===== src/rtl/btn_port_pkg.sv =====
package btn_port_pkg;

  // Word slots of the register bus; the index is the byte offset divided by four.
  typedef enum logic [1:0] {
    SLOT_LEVEL = 2'd0,
    SLOT_DIR   = 2'd1,
    SLOT_ENAB  = 2'd2,
    SLOT_FLAG  = 2'd3
  } port_slot_e;

  localparam int unsigned SLOT_IDX_W = 2;

endpackage


===== src/rtl/btn_rst_sync.sv =====
module btn_rst_sync #(
  parameter int unsigned STAGES = 2
) (
  input  logic clk,
  input  logic rst_n,
  output logic rst_sync_n
);

  logic [STAGES-1:0] chain_q;
  logic [STAGES-1:0] chain_d;

  always_comb begin
    chain_d = {chain_q[STAGES-2:0], 1'b1};
  end

  always_ff @(posedge clk or negedge rst_n) begin
    if (!rst_n) begin
      chain_q <= '0;
    end else begin
      chain_q <= chain_d;
    end
  end

  assign rst_sync_n = chain_q[STAGES-1];

endmodule


===== src/rtl/btn_pin_sync.sv =====
module btn_pin_sync #(
  parameter int unsigned       N_PINS     = 4,
  parameter int unsigned       STAGES     = 2,
  parameter logic [N_PINS-1:0] IDLE_LEVEL = '1
) (
  input  logic              clk,
  input  logic              rst_n,
  input  logic [N_PINS-1:0] pins_in,
  output logic [N_PINS-1:0] pins_sync
);

  logic [N_PINS-1:0] stage_q [STAGES];

  for (genvar s = 0; s < STAGES; s++) begin : g_stage
    logic [N_PINS-1:0] stage_d;

    if (s == 0) begin : g_first
      always_comb stage_d = pins_in;
    end else begin : g_rest
      always_comb stage_d = stage_q[s-1];
    end

    always_ff @(posedge clk or negedge rst_n) begin
      if (!rst_n) begin
        stage_q[s] <= IDLE_LEVEL;
      end else begin
        stage_q[s] <= stage_d;
      end
    end
  end

  assign pins_sync = stage_q[STAGES-1];

endmodule


===== src/rtl/btn_fall_detect.sv =====
module btn_fall_detect #(
  parameter int unsigned       N_PINS     = 4,
  parameter logic [N_PINS-1:0] IDLE_LEVEL = '1
) (
  input  logic              clk,
  input  logic              rst_n,
  input  logic [N_PINS-1:0] level,
  output logic [N_PINS-1:0] fall_pulse
);

  logic [N_PINS-1:0] prev_q;
  logic [N_PINS-1:0] prev_d;

  always_comb begin
    prev_d = level;
  end

  always_ff @(posedge clk or negedge rst_n) begin
    if (!rst_n) begin
      prev_q <= IDLE_LEVEL;
    end else begin
      prev_q <= prev_d;
    end
  end

  for (genvar i = 0; i < N_PINS; i++) begin : g_bit
    assign fall_pulse[i] = prev_q[i] & ~level[i];
  end

endmodule


===== src/rtl/btn_capture_regs.sv =====
module btn_capture_regs #(
  parameter int unsigned N_PINS = 4
) (
  input  logic              clk,
  input  logic              rst_n,
  input  logic              enab_we,
  input  logic              flag_we,
  input  logic [N_PINS-1:0] wdata,
  input  logic [N_PINS-1:0] fall_pulse,
  output logic [N_PINS-1:0] enab_q,
  output logic [N_PINS-1:0] flag_q,
  output logic              irq
);

  logic [N_PINS-1:0] enab_d;
  logic [N_PINS-1:0] flag_d;
  logic [N_PINS-1:0] ack_bits;

  always_comb begin
    ack_bits = flag_we ? wdata : '0;
    enab_d   = enab_q;
    if (enab_we) begin
      enab_d = wdata;
    end
  end

  // A fresh edge is ORed in after the acknowledge, so it survives a same-edge clear.
  for (genvar i = 0; i < N_PINS; i++) begin : g_flag
    always_comb begin
      flag_d[i] = (flag_q[i] & ~ack_bits[i]) | fall_pulse[i];
    end
  end

  always_ff @(posedge clk or negedge rst_n) begin
    if (!rst_n) begin
      enab_q <= '0;
    end else if (enab_we) begin
      enab_q <= enab_d;
    end
  end

  always_ff @(posedge clk or negedge rst_n) begin
    if (!rst_n) begin
      flag_q <= '0;
    end else begin
      flag_q <= flag_d;
    end
  end

  assign irq = |(flag_q & enab_q);

endmodule


===== src/rtl/btn_edge_port.sv =====
module btn_edge_port
  import btn_port_pkg::*;
#(
  parameter int unsigned       N_PINS      = 4,
  parameter int unsigned       DATA_W      = 32,
  parameter int unsigned       SYNC_STAGES = 2,
  parameter int unsigned       RST_STAGES  = 2,
  parameter logic [N_PINS-1:0] IDLE_LEVEL  = '1
) (
  input  logic                  clk,
  input  logic                  rst_n,
  input  logic [N_PINS-1:0]     pins_in,
  input  logic [SLOT_IDX_W-1:0] bus_word,
  input  logic                  bus_wr,
  input  logic [N_PINS-1:0]     bus_wdata,
  output logic [DATA_W-1:0]     bus_rdata,
  output logic                  irq
);

  localparam int unsigned PAD_W = DATA_W - N_PINS;

  logic              rst_sync_n;
  logic [N_PINS-1:0] level_sync;
  logic [N_PINS-1:0] fall_pulse;
  logic [N_PINS-1:0] enab_q;
  logic [N_PINS-1:0] flag_q;
  logic              enab_we;
  logic              flag_we;
  port_slot_e        slot;

  btn_rst_sync #(
    .STAGES (RST_STAGES)
  ) u_rst_sync (
    .clk        (clk),
    .rst_n      (rst_n),
    .rst_sync_n (rst_sync_n)
  );

  btn_pin_sync #(
    .N_PINS     (N_PINS),
    .STAGES     (SYNC_STAGES),
    .IDLE_LEVEL (IDLE_LEVEL)
  ) u_pin_sync (
    .clk       (clk),
    .rst_n     (rst_sync_n),
    .pins_in   (pins_in),
    .pins_sync (level_sync)
  );

  btn_fall_detect #(
    .N_PINS     (N_PINS),
    .IDLE_LEVEL (IDLE_LEVEL)
  ) u_fall (
    .clk        (clk),
    .rst_n      (rst_sync_n),
    .level      (level_sync),
    .fall_pulse (fall_pulse)
  );

  always_comb begin
    slot    = port_slot_e'(bus_word);
    enab_we = bus_wr && (slot == SLOT_ENAB);
    flag_we = bus_wr && (slot == SLOT_FLAG);
  end

  btn_capture_regs #(
    .N_PINS (N_PINS)
  ) u_regs (
    .clk        (clk),
    .rst_n      (rst_sync_n),
    .enab_we    (enab_we),
    .flag_we    (flag_we),
    .wdata      (bus_wdata),
    .fall_pulse (fall_pulse),
    .enab_q     (enab_q),
    .flag_q     (flag_q),
    .irq        (irq)
  );

  always_comb begin
    unique case (slot)
      SLOT_LEVEL: bus_rdata = {{PAD_W{1'b0}}, level_sync};
      SLOT_ENAB:  bus_rdata = {{PAD_W{1'b0}}, enab_q};
      SLOT_FLAG:  bus_rdata = {{PAD_W{1'b0}}, flag_q};
      default:    bus_rdata = '0;
    endcase
  end

endmodule


===== config.mk =====
export PLATFORM = sky130hd
export DESIGN_NAME = btn_edge_port
export DESIGN_NICKNAME = d
export VERILOG_FILES = /design/src/rtl/btn_port_pkg.sv /design/src/rtl/btn_rst_sync.sv /design/src/rtl/btn_pin_sync.sv /design/src/rtl/btn_fall_detect.sv /design/src/rtl/btn_capture_regs.sv /design/src/rtl/btn_edge_port.sv
export SDC_FILE = /design/constraint.sdc
export NUM_CORES = 1
export LEC_CHECK = 0
export ABC_CLOCK_PERIOD_IN_PS = 1000
export BUFFER_PORTS_ARGS = -buffer_cell sky130_fd_sc_hd__buf_2
export CAP_MARGIN = 40
export CORE_ASPECT_RATIO = 0.7
export CORE_MARGIN = 2
export CORE_UTILIZATION = 41
export CTS_CLUSTER_SIZE = 8
export DETAILED_ROUTE_END_ITERATION = 10
export PLACE_DENSITY = 0.7
export SYNTH_ARGS = -nofsm -noshare
export SYNTH_HDL_FRONTEND = slang
export SYNTH_HIERARCHICAL = 1
export SYNTH_SLANG_ARGS = --single-unit

===== constraint.sdc =====
create_clock -name clk -period 1 [get_ports clk]
set_input_delay 0.1 -clock clk [delete_from_list [all_inputs] [get_ports clk]]
set_output_delay 0.1 -clock clk [all_outputs]
set_load 0.01 [all_outputs]

-- Word-level counts from Yosys, hierarchy flattened
Index checks and enable logic that the tools add are counted.
- bits in registers: 22
- input bits: 13
- word-level logic and storage cells: 35
- output and inout port bits: 33
- equal/unequal tests: 2
- mux-type cells: 2
- reduce and logical (&&, ||, !) cells: 4
- bitwise gates (word level): 21
- operators by type and width (kind ; number):
    one-hot mux 4 bit (3 select lines) ; 1
    AND 1 bit ; 8
    inverter 1 bit ; 8
    AND 4 bit ; 1
    == test 2 bit, second input constant ; 2
    two-way mux 4 bit ; 1
    OR 1 bit ; 4
    OR reduction 4 bit ; 1
    logical AND 1 bit ; 2
    zero test 2 bit ; 1

-- Logic depth before layout (Yosys ltp)
Gate-level depths: netlist of run 1.
- depth after elaboration: 6
- mapped depth: 4

-- By module
Netlist of run 1, hierarchy kept.
- by module, submodules not included (module ; area each (um^2) ; seq. area each (um^2) ; instances ; cells an instance):
    btn_edge_port ; 326.6 ; 0.0 ; 1 ; 42
    btn_capture_regs ; 309.0 ; 200.2 ; 1 ; 23
    btn_pin_sync ; 210.2 ; 210.2 ; 1 ; 8
    btn_fall_detect ; 160.2 ; 105.1 ; 1 ; 8
    btn_rst_sync ; 53.8 ; 50.0 ; 1 ; 3

-- Worst setup path after synthesis of run 1
Ideal clock, no wire load.
- path type: reg2out
- from: reg u_regs.enab_q[1]
- to: out bus_rdata[1]
- slack: 0.023 ns
- required time: 0.900 ns
- buffers on the path: 0
- stages on the path, launching flop included: 3
- arrival: 0.877 ns
- cell sequence: dfrtp_1 > mux2_4 > a22o_1
- cells in the longest elaborated chain, start to end: 1
- RTL lines (element ; line ; RTL):
    start, declared ; btn_capture_regs.sv:10 ; output logic [N_PINS-1:0] enab_q,
    start signal, assigned ; btn_capture_regs.sv:38 ; enab_q <= enab_d;
    one-hot mux 4 bit (3 select lines) ; btn_edge_port.sv:81 ; unique case (slot)
    end, declared ; btn_edge_port.sv:16 ; output logic [DATA_W-1:0] bus_rdata,
No other way between the ends.

-- Final worst setup path of run 1
- from: reg u_regs.flag_q[2]
- to: out bus_rdata[2]
- cells in the longest elaborated chain, start to end: 1
- RTL lines (element ; line ; RTL):
    start, declared ; btn_capture_regs.sv:11 ; output logic [N_PINS-1:0] flag_q,
    start signal, assigned ; btn_capture_regs.sv:46 ; flag_q <= flag_d;
    one-hot mux 4 bit (3 select lines) ; btn_edge_port.sv:81 ;
No other way between the ends.

==> results.md, run 1 <==
- Status: finished, violations left
- Failing checks: negative setup slack
- Most area-hungry cell type in the Yosys netlist: dfstp_2
- Synth Area in Compound Gates: 7.56%
- Total Routed Length: 1580 microns
- Port-buffer cells: 17
- Total GRT Usage: 10.9%
- Post-DR vias/cell: 3.99
- Cells after DPL: 148
- Max stage delay cell, worst path: dfrtp_1
- Finished Layout Cells: 158
- Wire length per cell: 9.97 microns
- CTS tree: built
- Data arrival, critical path: 1.24 ns
- Antenna violations before repair: 0
- H-tree lvl count: 1
- Synthesized flop and latch total: 22
- Crit end category: primary output
- Xor/xnor share of the synthesized area: 0%
- Synth area leaders: dfstp_2 30%, dfrtp_1 24%, buf_4 20%
- CP Class: flip-flop to primary output
- Antenna cells: 0
- Syn avg cell area: 12.6 sq um
- Lkg Pwr: 0.661 nW
- Fmax: 0.745 GHz
- Crit share post-route: 134%
- Clk buf depth: 2
- Yosys top cell area share: 29.8%
- Final setup viols: 5
- Post-layout minimum cycle time: 1.34 ns
- Filler cells: 217
- Worst endpoint required time: 0.90 ns
- Die Span Y: 46.5 microns
- Row count: 15
- I/O pin count: 46
- Post-synthesis adder-cell area fraction: 0%
- HPWL Detailed: 1220 microns
- Final core utilization: 53.9%
- Hold Crit Class: input pin to flip-flop
- Mux share of post-synthesis cell area: 8.85%
- Crit-path cells: mux2_4 > a22o_1 > buf_2
- Design Area, Final: 1330 sq um
- Initial DRC count: 4
- Max-slew violations: 0
- Area Growth Syn to Fin: 25.0%
- Largest family of logic cells by synthesized area: buffers and inverters
- Netlist cell types: 15
- Simple-Gate Fraction of Synth Area: 8.62%
- Setup tns final: -1.57 ns
- Drt drc: 0
- Core area: 2460 sq um
- Root Buffer: clkbuf_8
- Crit path largest cell delay: 0.40 ns
- Global placer's final weighted congestion: 0.773
- Vias in the first global route: 553
- CTS Sinks: 22
- Fin nets: 138
- Antenna-violating nets left: 0
- Post-Synthesis Cells: 84
- Worst skew pair latency: 0.26 ns
- Sequential share of the synthesized area: 53.4%
- Commonest cells after routing, fill and taps aside: 29 x conb_1, 17 x buf_2, 13 x buf_4, 12 x dfstp_2, 10 x dfrtp_1
- Post-place instance area: 1180 sq um
- Setup ws final: -0.342 ns
- CP Launch Type: flip-flop
- Largest net degree at the start of global routing: 13
- Via count: 631
- CTS clk-pin slew, worst paths: 0.07 ns
- Initial Util: 43.1%
- Yosys Warn Count: 6
- First-pass GRT wire length: 2360 microns
- Final hold violations: 0
- Chip Width: 64.8 microns
- Worst slack at placement: -0.0743 ns
- Layout cell share with drive strength beyond 1: 47.6%
- Most common cell after layout, fill and taps aside: conb_1
- Max VDD drop: 0.968 mV
- CP Max Fanout: 2
- RSZ-0062 raised after global routing: yes
- Netlist Area Pre-Place: 1060 sq um
- Worst Skew: 0.00218 ns
- Total gr overflow: 0
- Die ar.: 3010 sq um
- Max Cap Violations: 0
- Cell Pwr Density: 1560 nW/um^2
- CTS Buf Count: 3
- DRT Pass-1 Iters: 4
[repair_timing]
action                     4_1_cts  5_1_grt
hold buffers                     5        0
setup endpoints to repair        5        5
pin swaps                        3        4
gates cloned                     0        0
hold endpoints to repair         6        0
buffers inserted                 0        1
resized for setup                5        3
[metal layers]
metal | vias up | global-route usage, % | part of all wire (%)
met5 | - | 0 | 0
met4 | 0 | 3.83 | 0
met3 | 0 | 4.65 | 7.7
met2 | 32 | 19.0 | 51
met1 | 299 | 12.4 | 41
li1 | 300 | - | -
[through the flow]
stage	hold WS [ns]	power, mW
after floorplan	-0.196	1.32
after global placement	-0.115	1.40
after detailed placement	-0.114	1.41
after CTS	0.0659	2.07
after global routing	0.0790	2.17
final	0.0721	2.07
[flip-flops by register name (all words and copies together), names as in the netlist]
signal,flops
u_fall/prev_q,4
u_pin_sync/g_stage.stage_d,4
u_pin_sync/pins_sync,4
u_regs/enab_q,4
u_regs/flag_q,4
u_rst_sync/chain_q,2
[cells in the mapped netlist]
cell type and n:
dfrtp_1 10, conb_1 2, nand2_1 6, buf_6 1, dfstp_2 12, mux2_1 4
buf_4 28, nor2_1 2, mux2_2 3, a21o_1 4, nor2b_4 4, and3_1 1
a22oi_1 2, mux2_4 1, a22o_1 4
[critical path, delay by kind of cell (launching register included)]
family	cells	cell delay [ns]
compound gates	1	0.18
mux	1	0.26
buf+inv	1	0.14
flops	1	0.40
[where the power goes]
| group | switching, mW | internal (mW) | total [mW] |
|---|---|---|---|
| clock network | 0.262 | 0.350 | 0.613 |
| registers | 0.0426 | 0.984 | 1.03 |
| logic | 0.189 | 0.243 | 0.432 |
[cells by family after synthesis]
group	Yosys count
buffers and inverters	29
other	2
AOI/OAI and AO/OA	10
and+or+nand+nor	13
DFF	22
muxes	8
[area by class of cell]
class                      count  area [sq um]  share of cell area, %
multi-input combinational     60           395                   29.8
timing repair buffer          38           267                   20.1
clock buffer                   4          55.1                   4.15
tap                           34          42.5                   3.21
sequential                    22           566                   42.7
[path summary, 6_finish.rpt]
check	startpoint	endpoint	slack, ns	cells past startpoint
worst max-delay path	u_regs/flag_q[2]$_DFF_PN0_	bus_rdata[2]	-0.34	3
worst min-delay path	bus_wdata[0]	u_regs/enab_q[0]$_DFFE_PN0P_	0.07	2
worst max register to register	u_regs/enab_q[2]$_DFFE_PN0P_	u_regs/enab_q[2]$_DFFE_PN0P_	0.09	2
worst min register to register	u_rst_sync/chain_q[1]$_DFF_PN0_	u_regs/flag_q[2]$_DFF_PN0_	0.17	1
max in group asynchronous	u_rst_sync/chain_q[1]$_DFF_PN0_	u_fall/prev_q[1]$_DFF_PN1_	0.60	1
min in group asynchronous	rst_n	u_rst_sync/chain_q[1]$_DFF_PN0_	0.15	2
Power figures use the tool's default switching activity.
==> run 2, diff against run 1 <==
- CORE_ASPECT_RATIO: 0.7 -> 1.75
- CORE_MARGIN: 2 -> unset
==> run 2 against run 1 <==
Combinational power fell by 3%. Clock-buffer cell count fell by 1. Via count fell by 3.0%. Critical path type unchanged. Design area fell by 4.1%. Critical endpoint is now bus_rdata[1]. Fmax barely moved. Critical path depth did not move. Clock skew barely moved. Power fell by 5.3%. Non-clock buffer count fell by 3. Hold slack improved by 0.0091 ns. The flow still finishes with violations (negative setup slack).
==> results.md, run 2 (synthesized netlist as in run 1, its figures left out) <==
- Die Span Y: 69.3 microns (was 46.5 microns)
- Cell family with most CP delay: flip-flops (unchanged)
- Worst slack at placement: -0.0819 ns (was -0.0743 ns)
- Finished Layout Cells: 146 (was 158)
- Crit end category: primary output (unchanged)
- Lkg Pwr: 0.635 nW (was 0.661 nW)
- HPWL Detailed: 1270 microns (was 1220 microns)
- Worst skew pair latency: 0.25 ns (was 0.26 ns)
- Antenna violations before repair: 0 (unchanged)
- Data arrival, critical path: 1.24 ns (about the same)
- Crit path buf inv count: 1 (unchanged)
- Antenna-violating nets left: 0 (unchanged)
- Setup ws final: -0.342 ns (about the same)
- Sw frac: 24.3% (was 23.8%)
- I/O pin count: 46 (unchanged)
- DRT Pass-1 Iters: 4 (unchanged)
- Final core utilization: 51.6% (was 53.9%)
- Crit share post-route: 134% (about the same)
- First-pass GRT wire length: 2590 microns (was 2360 microns)
- Total GRT Usage: 13.4% (was 10.9%)
- Layout cell share with drive strength beyond 1: 45.8% (was 47.6%)
- Port-buffer cells: 17 (unchanged)
- R2R setup slack: 0.09 ns (about the same)
- Max-slew violations: 0 (unchanged)
- Via count: 612 (was 631)
- CP Class: flip-flop to primary output (unchanged)
- CP Launch Type: flip-flop (unchanged)
- P_int: 1.49 mW (was 1.58 mW)
- Die ar.: 2800 sq um (was 3010 sq um)
- Global placer's final weighted congestion: 0.658 (was 0.773)
- Clock power share: 26.3% (was 29.6%)
- Chip Width: 40.4 microns (was 64.8 microns)
- Initial DRC count: 6 (was 4)
- Largest net degree at the start of global routing: 12 (was 13)
- Crit-path cells: mux2_4 > a22o_1 > buf_2 (unchanged)
- Area Growth Syn to Fin: 20.0% (was 25.0%)
- Post-DR vias/cell: 4.19 (was 3.99)
- Failing checks: negative setup slack (unchanged)
- Drt drc: 0 (unchanged)
- Crit path largest cell delay: 0.38 ns (was 0.40 ns)
- Filler cells: 231 (was 217)
- Final hold violations: 0 (unchanged)
- RSZ-0062 raised after global routing: yes (unchanged)
- Max stage delay cell, worst path: dfrtp_1 (unchanged)
- Antenna cells: 0 (unchanged)
- Commonest cells after routing, fill and taps aside: 29 x conb_1, 17 x buf_2, 12 x buf_4, 12 x dfstp_2, 10 x dfrtp_1 (was 29 x conb_1, 17 x buf_2, 13 x buf_4, 12 x dfstp_2, 10 x dfrtp_1)
- Core area: 2460 sq um (about the same)
- Max VDD drop: 0.844 mV (was 0.968 mV)
- Root Buffer: clkbuf_8 (unchanged)
- Wire length per cell: 11.0 microns (was 9.97 microns)
- Switch Pwr: 0.476 mW (was 0.494 mW)
- Total gr overflow: 0 (unchanged)
- CP Max Fanout: 2 (unchanged)
- Vias in the first global route: 587 (was 553)
- CTS clk-pin slew, worst paths: 0.07 ns (about the same)
- CTS Buf Count: 3 (unchanged)
- Max Cap Violations: 0 (unchanged)
- Fin nets: 135 (was 138)
- Fmax: 0.745 GHz (about the same)
- Logic pwr share: 21.3% (was 20.9%)
- Sequential Power Share: 52.5% (was 49.6%)
- Initial Util: 43.0% (was 43.1%)
- Total power: 1.96 mW (was 2.07 mW)
- Status: finished, violations left (unchanged)
- Cell Pwr Density: 1540 nW/um^2 (was 1560 nW/um^2)
- Worst endpoint required time: 0.90 ns (about the same)
- Row count: 24 (was 15)
- Most common cell after layout, fill and taps aside: conb_1 (unchanged)
- Footprint of the multi-input gates: 395 sq um (unchanged)
- CTS Sinks: 22 (unchanged)
- CTS tree: built (unchanged)
- H-tree lvl count: 1 (unchanged)
- Worst Skew: 0.00201 ns (was 0.00218 ns)
- Register Area: 566 sq um (unchanged)
- Clk buf depth: 2 (unchanged)
- Total Routed Length: 1600 microns (was 1580 microns)
- Hold Crit Class: input pin to flip-flop (unchanged)
- Post-layout minimum cycle time: 1.34 ns (about the same)
- Cells after DPL: 137 (was 148)
- Final setup viols: 5 (unchanged)
run 2: changes by cell type in the layout (fill, tap and decap cells not counted):
cell and change:
buf_6 -2, buf_4 -1, clkbuf_8 -1
run 2: worst reg2reg max path, cell delays in order, from the launching register on:
cell	delay, ns
dfrtp_1	0.38
buf_4	0.14
mux2_1	0.28
run 2: worst paths after layout:
check,from,end,depth (start not counted)
max in group asynchronous,u_rst_sync/chain_q[1]$_DFF_PN0_,u_pin_sync/pins_sync[0]$_DFF_PN1_,1
min in group asynchronous,rst_n,u_rst_sync/chain_q[0]$_DFF_PN0_,2
worst max register to register,u_regs/enab_q[1]$_DFFE_PN0P_,u_regs/enab_q[1]$_DFFE_PN0P_,2
worst min-delay path,bus_wdata[1],u_regs/enab_q[1]$_DFFE_PN0P_,2
worst min register to register,u_rst_sync/chain_q[1]$_DFF_PN0_,u_regs/flag_q[1]$_DFF_PN0_,1
worst max-delay path,u_regs/enab_q[1]$_DFFE_PN0P_,bus_rdata[1],3
run 2: what timing repair did:
item / 4_1_cts / 5_1_grt
pin swaps: 3 / 2
gates resized for setup: 5 / 1
endpoints found under the hold margin: 6 / 0
hold buffers: 5 / 0
endpoints found under the setup margin: 5 / 5
setup buffers: 1 / 0
run 2: final cells by class:
cell class / instances / area share [%]
tap: 26 / 2.56
sequential: 22 / 44.5
clock buffer: 3 / 3.25
multi-input combinational: 60 / 31.1
timing repair buffer: 35 / 18.6
run 2: power groups by stage:
stage	logic (mW)	clock network, mW	registers, mW
final	0.417	0.515	1.03
after CTS	0.412	0.548	1.03
after detailed placement	0.365	0	1.04
after floorplan	0.273	0	1.05
after global placement	0.353	0	1.04
after global routing	0.458	0.586	1.04
run 2: metal layers:
| metal | global-route usage [%] | wire length (microns) |
|---|---|---|
| met1 | 16.1 | 600 |
| met2 | 20.8 | 889 |
| met3 | 2.56 | 90 |
| met4 | 7.78 | 20 |
| met5 | 0 | 0 |
run 2: stage by stage:
step | cell area (sq um) | hold WS (ns) | TNS, ns
detailed placement | 1150 | -0.112 | -0.240
global route | 1270 | 0.0811 | -1.79
finish | 1270 | 0.0811 | -1.53
CTS | 1270 | 0.0761 | -1.59
global placement | 1150 | -0.114 | -0.163
floorplan | 1160 | -0.196 | 0
